$ cat config.mk
export PLATFORM = sky130hd
export DESIGN_NAME = cbus_master
export DESIGN_NICKNAME = d
export VERILOG_FILES = /design/src/rtl/cbus_pkg.sv /design/src/rtl/cbus_timer.sv /design/src/rtl/cbus_shifter.sv /design/src/rtl/cbus_master.sv
export SDC_FILE = /design/constraint.sdc
export NUM_CORES = 1
export LEC_CHECK = 0
export ABC_AREA = 1
export ABC_CLOCK_PERIOD_IN_PS = 3070
export BUFFER_PORTS_ARGS = -buffer_cell sky130_fd_sc_hd__buf_2
export CAP_MARGIN = 20
export CORE_UTILIZATION = 48
export DETAILED_ROUTE_END_ITERATION = 10
export HOLD_SLACK_MARGIN = 0.15
export PLACE_DENSITY = 0.77
export SETUP_SLACK_MARGIN = 0.05
export SLEW_MARGIN = 25
export SYNTH_ARGS = -nofsm -noshare
export SYNTH_HDL_FRONTEND = slang
export SYNTH_HIERARCHICAL = 1
export SYNTH_SLANG_ARGS = --single-unit
$ cat constraint.sdc
create_clock -name clk_i -period 3.07 [get_ports clk_i]
set_clock_uncertainty 0.1 [all_clocks]
set_input_delay 0.1535 -clock clk_i [delete_from_list [all_inputs] [get_ports clk_i]]
set_output_delay 0.1535 -clock clk_i [all_outputs]
set_load 0.005 [all_outputs]
$ cat src/rtl/cbus_pkg.sv
package cbus_pkg;
  typedef enum logic [2:0] {
    ST_IDLE,
    ST_START,
    ST_SETUP,
    ST_BIT_LO,
    ST_BIT_HI,
    ST_HOLD,
    ST_FETCH,
    ST_HALT
  } cbus_state_e;
endpackage

$ cat src/rtl/cbus_timer.sv
module cbus_timer #(
  parameter int CW = 8
) (
  input  logic          clk_i,
  input  logic          rst_ni,
  input  logic          load_i,
  input  logic [CW-1:0] val_i,
  output logic          done_o
);
  logic [CW-1:0] cnt_q;

  always_ff @(posedge clk_i or negedge rst_ni) begin
    if (!rst_ni) cnt_q <= '0;
    else if (load_i) cnt_q <= (val_i == '0) ? '0 : val_i - 1'b1;
    else if (cnt_q != '0) cnt_q <= cnt_q - 1'b1;
  end

  assign done_o = (cnt_q == '0);
endmodule

$ cat src/rtl/cbus_shifter.sv
module cbus_shifter #(
  parameter int W = 8
) (
  input  logic         clk_i,
  input  logic         rst_ni,
  input  logic         load_i,
  input  logic [W-1:0] load_val_i,
  input  logic         shift_i,
  input  logic         in_i,
  output logic [W-1:0] q_o
);
  logic [W-1:0] q_q;

  always_ff @(posedge clk_i or negedge rst_ni) begin
    if (!rst_ni) q_q <= '0;
    else if (load_i) q_q <= load_val_i;
    else if (shift_i) q_q <= {in_i, q_q[W-1:1]};
  end

  assign q_o = q_q;
endmodule

$ cat src/rtl/cbus_master.sv
module cbus_master
  import cbus_pkg::*;
#(
  parameter int CW     = 8,
  parameter int LW     = 4,
  parameter int DATA_W = 8
) (
  input  logic              clk_i,
  input  logic              rst_ni,
  input  logic              start_i,
  input  logic              rw_i,
  input  logic [DATA_W-1:0] addr_i,
  input  logic [LW-1:0]     len_i,
  input  logic [DATA_W-1:0] wdata_i,
  input  logic              wdata_valid_i,
  output logic              wdata_ready_o,
  output logic [DATA_W-1:0] rdata_o,
  output logic              rdata_valid_o,
  output logic              busy_o,
  input  logic [CW-1:0]     t_low_i,
  input  logic [CW-1:0]     t_high_i,
  input  logic [CW-1:0]     t_setup_i,
  input  logic [CW-1:0]     t_hold_i,
  input  logic [CW-1:0]     t_halt_i,
  output logic              bus_clk_o,
  output logic              bus_mode_o,
  output logic              bus_dat_o,
  output logic              bus_dat_oe_o,
  input  logic              bus_dat_i
);
  localparam int BCW = (DATA_W > 1) ? $clog2(DATA_W) : 1;
  localparam logic [BCW-1:0] LAST_BIT = BCW'(DATA_W - 1);

  cbus_state_e state_q, state_d;
  logic              is_addr_q, rd_q, first_q, dat_q, rvalid_q;
  logic [LW-1:0]     rem_q, bytes_left;
  logic [BCW-1:0]    bit_q;
  logic [DATA_W-1:0] rdata_q, sh_q, sh_load_val;
  logic [CW-1:0]     dur;
  logic              t_done, t_load, sh_load, tx_shift, rx_shift;
  logic              hold_end, wr_dir;

  assign wr_dir     = is_addr_q | ~rd_q;
  assign bytes_left = is_addr_q ? rem_q : rem_q - 1'b1;
  assign hold_end   = (state_q == ST_HOLD) && t_done;

  always_comb begin
    state_d = state_q;
    unique case (state_q)
      ST_IDLE:   if (start_i) state_d = ST_START;
      ST_START:  state_d = ST_SETUP;
      ST_SETUP:  if (t_done) state_d = ST_BIT_LO;
      ST_BIT_LO: if (t_done) state_d = ST_BIT_HI;
      ST_BIT_HI: if (t_done) state_d = (bit_q == LAST_BIT) ? ST_HOLD : ST_BIT_LO;
      ST_HOLD: begin
        if (t_done) begin
          if (bytes_left == '0) state_d = ST_IDLE;
          else if (!rd_q)       state_d = ST_FETCH;
          else                  state_d = is_addr_q ? ST_SETUP : ST_HALT;
        end
      end
      ST_FETCH:  if (wdata_valid_i) state_d = first_q ? ST_SETUP : ST_HALT;
      ST_HALT:   if (t_done) state_d = ST_SETUP;
      default:   state_d = ST_IDLE;
    endcase
  end

  always_comb begin
    unique case (state_d)
      ST_SETUP:  dur = t_setup_i;
      ST_BIT_LO: dur = t_low_i;
      ST_BIT_HI: dur = t_high_i;
      ST_HOLD:   dur = t_hold_i;
      ST_HALT:   dur = t_halt_i;
      default:   dur = '0;
    endcase
  end

  assign t_load = (state_d != state_q);

  cbus_timer #(.CW(CW)) i_timer (
    .clk_i  (clk_i),
    .rst_ni (rst_ni),
    .load_i (t_load),
    .val_i  (dur),
    .done_o (t_done)
  );

  // write bits leave at BIT_LO entry; read bits enter at BIT_LO exit
  assign sh_load     = ((state_q == ST_IDLE) && start_i) ||
                       ((state_q == ST_FETCH) && wdata_valid_i);
  assign sh_load_val = (state_q == ST_IDLE) ? addr_i : wdata_i;
  assign tx_shift    = t_load && (state_d == ST_BIT_LO) && wr_dir;
  assign rx_shift    = (state_q == ST_BIT_LO) && t_done && !wr_dir;

  cbus_shifter #(.W(DATA_W)) i_shifter (
    .clk_i      (clk_i),
    .rst_ni     (rst_ni),
    .load_i     (sh_load),
    .load_val_i (sh_load_val),
    .shift_i    (tx_shift | rx_shift),
    .in_i       (rx_shift & bus_dat_i),
    .q_o        (sh_q)
  );

  always_ff @(posedge clk_i or negedge rst_ni) begin
    if (!rst_ni) begin
      state_q   <= ST_IDLE;
      is_addr_q <= 1'b0;
      rd_q      <= 1'b0;
      first_q   <= 1'b0;
      rem_q     <= '0;
      bit_q     <= '0;
      dat_q     <= 1'b0;
      rdata_q   <= '0;
      rvalid_q  <= 1'b0;
    end else begin
      state_q  <= state_d;
      rvalid_q <= hold_end && !is_addr_q && rd_q;
      if ((state_q == ST_IDLE) && start_i) begin
        rd_q      <= rw_i;
        rem_q     <= len_i;
        is_addr_q <= 1'b1;
        first_q   <= 1'b1;
        dat_q     <= 1'b1;
      end
      if (t_load && (state_d == ST_SETUP)) bit_q <= '0;
      else if ((state_q == ST_BIT_HI) && t_done) bit_q <= bit_q + 1'b1;
      if (tx_shift) dat_q <= sh_q[0];
      else if (t_load && (state_d == ST_IDLE)) dat_q <= 1'b0;
      if (hold_end) begin
        if (is_addr_q) is_addr_q <= 1'b0;
        else begin
          rem_q   <= rem_q - 1'b1;
          first_q <= 1'b0;
          if (rd_q) rdata_q <= sh_q;
        end
      end
    end
  end

  assign busy_o        = (state_q != ST_IDLE);
  assign bus_clk_o     = !((state_q == ST_IDLE) || (state_q == ST_BIT_LO) ||
                           (state_q == ST_HALT));
  assign bus_mode_o    = (state_q == ST_START) || (busy_o && !is_addr_q);
  assign bus_dat_o     = dat_q;
  assign bus_dat_oe_o  = busy_o && wr_dir;
  assign wdata_ready_o = (state_q == ST_FETCH);
  assign rdata_o       = rdata_q;
  assign rdata_valid_o = rvalid_q;
endmodule

==> results of run 1 <==
==> final cells by class <==
class	instances	area [um2]
Clock buffer	5	68.8
Timing Repair Buffer	151	1040
Inverter	49	213
Sequential cell	39	976
Tap cell	75	93.8
Multi-Input combinational cell	349	1940
Fill cell	403	1530
Clock inverter	3	20.0
==> per-layer routing <==
layer	part of all wire	wire length (um)
met5	0	0
met4	0.031	306
met3	0.068	669
met2	0.49	4850
met1	0.41	4040
==> through the flow <==
step                instance area, um2  cells  setup WS, ns
floorplan                         2970    444        0.0126
global placement                  3570    612        -0.126
detailed placement                3570    612        -0.277
CTS                               4080    657       0.00163
global route                      4360    671        -0.388
finish                            4360    671        -0.226
==> path summary, 6_finish.rpt <==
check | slack [ns] | endpoint | startpoint
max in group asynchronous | 1.90 | i_timer/cnt_q[0]$_DFFE_PN0P_ | rst_ni
hold / removal | 0.26 | i_timer/cnt_q[7]$_DFFE_PN0P_ | t_setup_i[7]
setup / recovery | -0.23 | i_timer/cnt_q[7]$_DFFE_PN0P_ | i_timer/cnt_q[1]$_DFFE_PN0P_
setup reg to reg | -0.23 | i_timer/cnt_q[7]$_DFFE_PN0P_ | i_timer/cnt_q[1]$_DFFE_PN0P_
min in group asynchronous | 0.41 | state_q[0]$_DFF_PN0_ | rst_ni
hold reg to reg | 0.37 | rdata_o[4]$_DFFE_PN0P_ | rdata_o[4]$_DFFE_PN0P_
==> worst max-delay path: cells and delay by family (launching register included) <==
kind / cells / cell delay [ns]
flip-flops: 1 / 0.40
AO/OA/AOI/OAI: 1 / 0.13
adder cells (fa/ha/maj): 2 / 0.31
AND/OR/NAND/NOR: 18 / 1.99
buffers and inverters: 4 / 0.26
==> flip-flops by register name, indices dropped and copies added (netlist names) <==
name           count
i_timer/cnt_q      8
bit_q              3
bus_dat_o          1
rdata_valid_o      1
rd_q               1
state_q            3
first_q            1
i_shifter/q_o      8
is_addr_q          1
rem_q              4
rdata_o            8
==> placed cells by master, fill, tap and decap left out, types with 3 or more instances in the layout <==
master	Yosys	routed
nand3_2	2	14
buf_6	3	6
nor3_2	2	3
nand4_1	4	4
xor2_1	3	3
nand2_2	6	13
ha_1	6	3
inv_1	36	30
nor2_4	9	14
buf_2	2	80
buf_4	2	39
nor2_1	39	29
nand2_4	2	8
dlygate4sd3_1	0	24
nand3_4	0	3
nand2_1	172	159
nand3_1	60	45
a21oi_1	11	9
clkbuf_8	0	5
o21ai_0	17	14
nor2_2	2	8
inv_2	11	14
dfrtp_1	39	39
==> power by group through the flow <==
stage	registers [mW]	logic, mW	clock network (mW)
after floorplan	0.817	2.14	0
after global placement	0.853	2.83	0
final	0.866	3.93	0.365
after detailed placement	0.860	2.89	0
after CTS	0.851	3.25	0.365
after global routing	0.881	4.26	0.394
==> logic make-up after synthesis <==
kind of cell / synth area share
buffers and inverters: 0.0907
AO/OA/AOI/OAI: 0.0642
AND/OR/NAND/NOR: 0.470
flip-flops: 0.334
XOR/XNOR: 0.00898
multiplexers: 0.00684
adder cells (fa/ha/maj): 0.0257
==> repair_timing <==
| item | in CTS | in global routing |
|---|---|---|
| resized for setup | 20 | 48 |
| cloned | 1 | 0 |
| setup buffers | 12 | 14 |
| endpoints found under the setup margin | 16 | 17 |
| hold endpoints to repair | 53 | 0 |
| hold buffers | 24 | 0 |
| pin swaps | 17 | 15 |
==> run summary, run 1 <==
Cts bufs inserted -> 5
Ys flop type -> dfrtp_1
Final Hold Fails -> 0
#FFs+latches synth -> 39
R2R depth -> 25
Clock power share -> 0.071
Setup_tns -> -2.29 ns
Post-route minimum period -> 3.30 ns
Slew Limit Fails -> 0
Vias in the first global route -> 3137
Met2 Usage GRT -> 0.459
Cell internal pwr -> 2.54 mW
Pin count of the biggest net entering global routing -> 40
Die W -> 80.1 um
Initial core utilization -> 0.497
Slowest CP cell -> dfrtp_1
Core ar. -> 5890 um2
# setup viols final -> 16
Distinct cells, synth -> 32
Post-detail-place hpwl -> 5830 um
HP Class -> in -> reg
Critical Path RT -> 3.20 ns
Synth area leader -> dfrtp_1
Longest Clk Path Bufs -> 2
Die area -> 6410 um2
Psw -> 2.62 mW
Critical path type -> reg -> reg
Synthesized instance count -> 444
Worst Slack Setup Final -> -0.226 ns
Share of post-route cells with drive strength above 1 -> 0.381
Later-pin clock latency in the skew report -> 0.31 ns
Final Core Density -> 0.740
Area contributors post-synth -> dfrtp_1, nand2_1, nand3_1
WL per Instance -> 14.7 um
Most used routing layer -> met2
Post-synth top area share -> 0.334
RSZ-0062 raised after global routing -> yes
Crit path max fanout -> 8
Drt first pass iters -> 5
Worst setup SP type -> register
Pwr/cell area -> 1190 nW/um2
Die height -> 80.1 um
Drt drc -> 0
Max VDD drop -> 0.000611 V
Sw Ratio -> 0.508
Drt total wl -> 9870 um
Part of the power in registers -> 0.168
Placement Rows -> 28
Least-Margin Pin Slew -> 0.888 ns
CTS sink count -> 39
Most instantiated cells after synthesis -> nand2_1, nand3_1, dfrtp_1, nor2_1, inv_1
Syn_area_per_cell -> 6.59 um2
# port buffers -> 80
Detail Route Antenna Nets -> 0
Comb power frac -> 0.762
Avg Vias per Cell -> 5.49
I/O pin count -> 81
Iteration-0 DRC Markers -> 334
H-tree depth -> 2
Status -> finished, violations left
Crit-path most repeated cell -> nor2_4
Mapped cell area -> 2930 um2
Antenna Cells -> 0
Routability cong. -> 0.864
Critical Path AT -> 3.43 ns
First-pass GRT wire length -> 14000 um
Syn Nets -> 516
Clk root buf -> clkbuf_8
Most frequent cell after synthesis -> nand2_1
F_max -> 0.303 GHz
Async set-reset flop share out of synthesis -> 1.00
EDFF count, synth -> 0
Leakage Power -> 2.39 nW
Final Power -> 5.16 mW
Relative slew slack -> 0.408
CP max stage delay -> 0.40 ns
GRT Total Usage -> 0.282
CTS tree -> built
Nets -> 667
Final hold slack -> 0.258 ns
Area Overhead vs Synth -> 48.9%
YS warnings -> 6
WHS Path Cells -> 6
Failing checks -> negative setup slack
Vias -> 3686
Overflow after GRT -> 0
Met3 usage -> 0.0420
CP Capture Type -> register
GR Util met1 -> 0.361
CTS clk-pin slew, worst paths -> 0.09 ns
Initial antenna violation count -> 0
Post-route clock period utilization -> 1.07
Register area share after synthesis -> 0.334
Max Cap Viol -> 0
(Power assumes the default switching activity.)
==> run 2, diff against run 1 <==
REMOVE_ABC_BUFFERS = 1   (was not set)
==> run summary, run 2 (synthesis gave the netlist of run 1 again) <==
Status -> finished, violations left
Failing checks -> negative setup slack
F_max -> 0.297 GHz (-2.0%)
Longest Clk Path Bufs -> 2 (unchanged)
RSZ-0062 raised after global routing -> yes
Crit path depth -> 29 (+16%)
Overflow after GRT -> 0 (unchanged)
Drt first pass iters -> 5 (unchanged)
Relative slew slack -> 0.423 (+0.0157)
Slowest CP cell -> dfrtp_1
Max VDD drop -> 0.000818 V (+34%)
FF-to-FF Start -> i_timer/cnt_q[1]$_DFFE_PN0P_
Slew Limit Fails -> 0 (unchanged)
Crit path capture -> i_timer/cnt_q[1]$_DFFE_PN0P_
Sw Ratio -> 0.492 (-0.0151)
Share of post-route cells with drive strength above 1 -> 0.405 (+0.0244)
Placement Rows -> 28 (unchanged)
Nets -> 678 (+1.6%)
CTS sink count -> 39 (unchanged)
Bufs and invs on worst path -> 5 (+1)
Final hold slack -> 0.275 ns (+0.0173 ns)
Vias in the first global route -> 3399 (+8.4%)
Crit path max fanout -> 7 (-1)
Setup_tns -> -2.15 ns (+0.139 ns)
Drt total wl -> 10200 um (+3.6%)
First-pass GRT wire length -> 15300 um (+9.1%)
Psw -> 2.81 mW (+7.3%)
# setup viols final -> 9 (-7)
Cell internal pwr -> 2.90 mW (+14%)
Post-route clock period utilization -> 1.10 (+0.0221)
Leakage Power -> 2.45 nW (+2.6%)
Max Cap Viol -> 0 (unchanged)
CTS clk-pin slew, worst paths -> 0.08 ns (about the same)
R2R depth -> 29 (+16%)
Iteration-0 DRC Markers -> 388 (+16%)
Die area -> 6410 um2 (unchanged)
Critical Path AT -> 3.47 ns (+0.04 ns)
CP Capture Type -> register
Initial core utilization -> 0.497 (unchanged)
Most frequent cells in the layout -> nand2_1, buf_2, buf_4, nand3_1, dfrtp_1
CP max stage delay -> 0.39 ns (about the same)
Detail Route Antenna Nets -> 0 (unchanged)
Post-detail-place hpwl -> 6130 um (+5.1%)
Clock power share -> 0.077 (+0.006)
Critical Path RT -> 3.17 ns (-0.03 ns)
Die height -> 80.1 um (unchanged)
Core ar. -> 5890 um2 (unchanged)
Worst setup SP type -> register
Worst Slack Setup Final -> -0.294 ns (-0.0679 ns)
Die W -> 80.1 um (unchanged)
Family with the most delay on the worst path -> simple AND/OR/NAND/NOR gates
H-tree depth -> 2 (unchanged)
Drt drc -> 0 (unchanged)
Avg Vias per Cell -> 5.45 (-0.76%)
HP Class -> in -> reg
Critical path type -> reg -> reg
Pin count of the biggest net entering global routing -> 40 (unchanged)
Least-Margin Pin Slew -> 0.865 ns (-0.0235 ns)
I/O pin count -> 81 (unchanged)
Commonest non-fill, non-tap cell in the layout -> nand2_1
Area Overhead vs Synth -> 53.0%
Initial antenna violation count -> 0 (unchanged)
Worst Setup SP -> i_timer/cnt_q[1]$_DFFE_PN0P_
Final Hold Fails -> 0 (unchanged)
CTS tree -> built
Critical R2R Capture -> i_timer/cnt_q[1]$_DFFE_PN0P_
Post-route minimum period -> 3.36 ns (+0.0679 ns)
Routability cong. -> 0.974 (+13%)
Vias -> 3718 (+0.87%)
Comb power frac -> 0.770 (+0.008)
Cts bufs inserted -> 5 (unchanged)
WL per Instance -> 15.0 um (+1.9%)
Pwr/cell area -> 1280 nW/um2 (+7.6%)
GRT Total Usage -> 0.307 (+0.0254)
Part of the power in registers -> 0.153 (-0.015)
Clk root buf -> clkbuf_8
Antenna Cells -> 0 (unchanged)
# port buffers -> 80 (unchanged)
Later-pin clock latency in the skew report -> 0.30 ns (about the same)
FF-to-FF setup slack -> -0.29 ns (-0.07 ns)
run 2: cell types whose count changed in the layout (fill, tap and decap cells not counted), moves of 2 or more:
cell / delta
nand2_1: -6
nor2_4: -2
nand2_2: +8
nand2_4: -2
a21oi_2: +3
clkinvlp_4: -2
a21oi_1: -4
nand3_1: +3
buf_6: +2
buf_4: +11
nand3_2: -4
run 2: metal layers:
layer,part of all wire,track usage,wire length [um],vias up
met5,0,0,0,-
li1,-,-,-,1739
met1,0.39,0.383,3990,1720
met3,0.066,0.0352,671,55
met2,0.50,0.526,5130,204
met4,0.043,0.146,439,0
run 2: power groups by stage:
| stage | clock network (mW) | registers [mW] | logic, mW |
|---|---|---|---|
| 5_1_grt | 0.474 | 0.887 | 4.74 |
| 6_report | 0.440 | 0.871 | 4.40 |
| 3_5_place_dp | 0 | 0.862 | 2.92 |
| 2_1_floorplan | 0 | 0.820 | 1.97 |
| 4_1_cts | 0.443 | 0.854 | 3.48 |
| 3_3_place_gp | 0 | 0.855 | 2.85 |
run 2: worst min path at each step:
stage	start	endpoint	depth (start not counted)
after floorplan	rst_ni	bit_q[0]$_DFFE_PN0P_	0
after global placement	rst_ni	rem_q[1]$_DFF_PN0_	1
after detailed placement	rst_ni	rem_q[1]$_DFF_PN0_	1
after CTS	wdata_valid_i	state_q[2]$_DFF_PN0_	5
after global routing	wdata_valid_i	state_q[2]$_DFF_PN0_	5
final	wdata_valid_i	state_q[2]$_DFF_PN0_	5
run 2: area by class of cell:
cell class,instances,area [um2]
multi-input combinational,348,1960
fill,387,1410
tap,75,93.8
timing repair buffer,163,1130
clock buffer,5,68.8
inverter,49,210
sequential,39,976
clock inverter,3,43.8
run 2: timing repair:
action	4_1_cts	5_1_grt
hold buffers	24	0
setup endpoints to repair	16	16
setup buffers	18	10
hold endpoints to repair	53	0
gates resized for setup	37	52
pin swaps	36	27
run 2: metrics by stage:
step	total power, mW	utilization	area, um2	instances	worst slack (ns)
after floorplan	2.79	-	2860	436	-0.189
after global placement	3.71	0.610	3590	622	-0.186
after detailed placement	3.78	0.610	3590	622	-0.250
after CTS	4.78	0.714	4200	672	-0.114
after global routing	6.11	0.761	4480	682	-0.516
final	5.71	0.761	4480	682	-0.294
run 2: worst reg2reg max path, delay by kind of cell (launching register included):
kind	cells	cell delay [ns]
buffers and inverters	5	0.43
adders and majority gates	2	0.31
and+or+nand+nor	22	2.02
DFF	1	0.39
==> run 3, diff against run 2 <==
CORE_ASPECT_RATIO = 1.5   (was not set)
==> run summary, run 3 (synthesis gave the netlist of run 1 again) <==
Commonest non-fill, non-tap cell in the layout -> nand2_1
Post-route clock period utilization -> 1.05 (-0.0498)
Relative slew slack -> 0.409 (-0.0142)
Crit path max fanout -> 3 (-4)
Critical path type -> reg -> reg
Clk root buf -> clkbuf_8
Vias -> 3423 (-7.9%)
Drt total wl -> 8760 um (-14%)
Pwr/cell area -> 1150 nW/um2 (-9.5%)
Later-pin clock latency in the skew report -> 0.29 ns (about the same)
HP Class -> in -> reg
I/O pin count -> 81 (unchanged)
CTS sink count -> 39 (unchanged)
WL per Instance -> 13.2 um (-12%)
H-tree depth -> 2 (unchanged)
Final Core Density -> 0.730 (-0.0305)
Critical Path AT -> 3.33 ns (-0.14 ns)
Placement Rows -> 34 (+21%)
F_max -> 0.311 GHz (+4.8%)
First-pass GRT wire length -> 14500 um (-5.0%)
Area Overhead vs Synth -> 45.5%
Comb power frac -> 0.737 (-0.033)
Core ar. -> 5830 um2 (-0.98%)
Max Cap Viol -> 0 (unchanged)
CTS tree -> built
RSZ-0062 raised after global routing -> yes
Detail Route Antenna Nets -> 0 (unchanged)
Longest Clk Path Bufs -> 2 (unchanged)
Antenna Cells -> 0 (unchanged)
Failing checks -> negative setup slack
Critical Path RT -> 3.19 ns (+0.02 ns)
Worst Slack Setup Final -> -0.141 ns (+0.153 ns)
Most frequent cells in the layout -> nand2_1, buf_2, nand3_1, dfrtp_1, buf_4
CTS clk-pin slew, worst paths -> 0.08 ns (about the same)
Overflow after GRT -> 0 (unchanged)
Max VDD drop -> 0.000691 V (-16%)
Die height -> 97.6 um (+22%)
Sw Ratio -> 0.501 (+0.00820)
Vias in the first global route -> 3432 (+0.97%)
Drt first pass iters -> 4 (-1)
Clock power share -> 0.088 (+0.011)
Worst setup SP type -> register
Initial core utilization -> 0.502 (+0.00491)
Cell internal pwr -> 2.45 mW (-15%)
Pin count of the biggest net entering global routing -> 40 (unchanged)
Slew Limit Fails -> 0 (unchanged)
Nets -> 661 (-2.5%)
Status -> finished, violations left
Setup_tns -> -0.487 ns (+1.66 ns)
Final Hold Fails -> 0 (unchanged)
Die W -> 65.7 um (-18%)
CP Capture Type -> register
Post-route minimum period -> 3.21 ns (-0.153 ns)
GRT Total Usage -> 0.286 (-0.0213)
Final hold slack -> 0.244 ns (-0.0307 ns)
Avg Vias per Cell -> 5.17 (-5.2%)
Share of post-route cells with drive strength above 1 -> 0.358 (-0.0476)
Least-Margin Pin Slew -> 0.886 ns (+0.0213 ns)
# port buffers -> 80 (unchanged)
Initial antenna violation count -> 0 (unchanged)
Cts bufs inserted -> 5 (unchanged)
Psw -> 2.46 mW (-13%)
Drt drc -> 0 (unchanged)
Part of the power in registers -> 0.174 (+0.021)
Die area -> 6420 um2 (+0.10%)
Post-detail-place hpwl -> 5990 um (-2.3%)
Leakage Power -> 2.33 nW (-4.9%)
# setup viols final -> 8 (-1)
Iteration-0 DRC Markers -> 204 (-47%)
Routability cong. -> 0.932 (-4.4%)
[run 3: cell types whose count changed in the layout (fill, tap and decap cells not counted), moves of 2 or more]
cell,change
nor2_1,+3
nor2_2,-2
a21oi_1,+2
nand2_1,+13
nand2_2,-12
buf_4,-13
inv_4,-2
a21oi_2,-2
buf_6,-4
[run 3: final timing paths]
kind                            slack, ns  cells after the start                         start                      endpoint
min in group asynchronous            0.42                      2                        rst_ni          state_q[1]$_DFF_PN0_
worst max-delay path                -0.14                     26  i_timer/cnt_q[1]$_DFFE_PN0P_  i_timer/cnt_q[7]$_DFFE_PN0P_
worst max register to register      -0.14                     26  i_timer/cnt_q[1]$_DFFE_PN0P_  i_timer/cnt_q[7]$_DFFE_PN0P_
worst min register to register       0.37                      2        rdata_o[3]$_DFFE_PN0P_        rdata_o[3]$_DFFE_PN0P_
worst min-delay path                 0.24                      7                  t_setup_i[6]  i_timer/cnt_q[6]$_DFFE_PN0P_
max in group asynchronous            1.90                      2                        rst_ni  i_timer/cnt_q[1]$_DFFE_PN0P_
[run 3: cell type report]
type                            instances  area [um2]
Multi-Input combinational cell        349        1900
Fill cell                             449        1570
Sequential cell                        39         976
Timing Repair Buffer                  145         963
Inverter                               49         210
Tap cell                               72        90.1
Clock buffer                            5        68.8
Clock inverter                          3        43.8
[run 3: power groups by stage]
| stage | clock network [mW] | registers [mW] | logic [mW] |
|---|---|---|---|
| finish | 0.435 | 0.855 | 3.62 |
| floorplan | 0 | 0.820 | 1.97 |
| global placement | 0 | 0.845 | 2.83 |
| global route | 0.456 | 0.877 | 4.00 |
| detailed placement | 0 | 0.852 | 2.90 |
| CTS | 0.438 | 0.848 | 3.34 |
[run 3: what timing repair did]
action	in CTS	in global routing
gates resized for setup	38	24
endpoints found under the hold margin	53	0
pin swaps	30	17
hold buffers	24	0
setup buffers	12	2
endpoints found under the setup margin	16	16
gates cloned	1	0
[run 3: critical path, stage by stage (launching register included)]
cell,delay [ns]
dfrtp_1,0.40
inv_2,0.08
ha_4,0.14
inv_2,0.04
nor2_4,0.10
nand4_4,0.10
nor2_4,0.14
inv_2,0.06
buf_4,0.14
nand3_2,0.07
nand3_2,0.10
a21oi_4,0.15
nand2_4,0.09
buf_4,0.14
nand3_4,0.09
buf_4,0.11
nor2_1,0.04
nor2_2,0.13
nand3_2,0.12
buf_4,0.15
inv_1,0.07
nand2_2,0.08
nor2_4,0.13
nand2_1,0.07
nand2_1,0.07
nand3_1,0.07
a21oi_1,0.14
[run 3: metrics by stage]
stage          setup slack (ns)  cell area (um2)  power (mW)  cells
6_report                 -0.141             4260        4.91    662
5_1_grt                  -0.310             4260        5.34    662
4_1_cts                  -0.105             4150        4.62    660
3_5_place_dp             -0.223             3560        3.75    615
3_3_place_gp             -0.128             3560        3.67    615
2_1_floorplan            -0.189             2860        2.79    436
[run 3: routing by layer]
metal | GRT usage | routed length (um) | share of wire | vias to the layer above
met5 | 0 | 0 | 0 | -
met4 | 0.140 | 374 | 0.043 | 0
met3 | 0.0352 | 367 | 0.042 | 34
met2 | 0.531 | 4770 | 0.54 | 135
met1 | 0.302 | 3250 | 0.37 | 1551
li1 | - | - | - | 1703
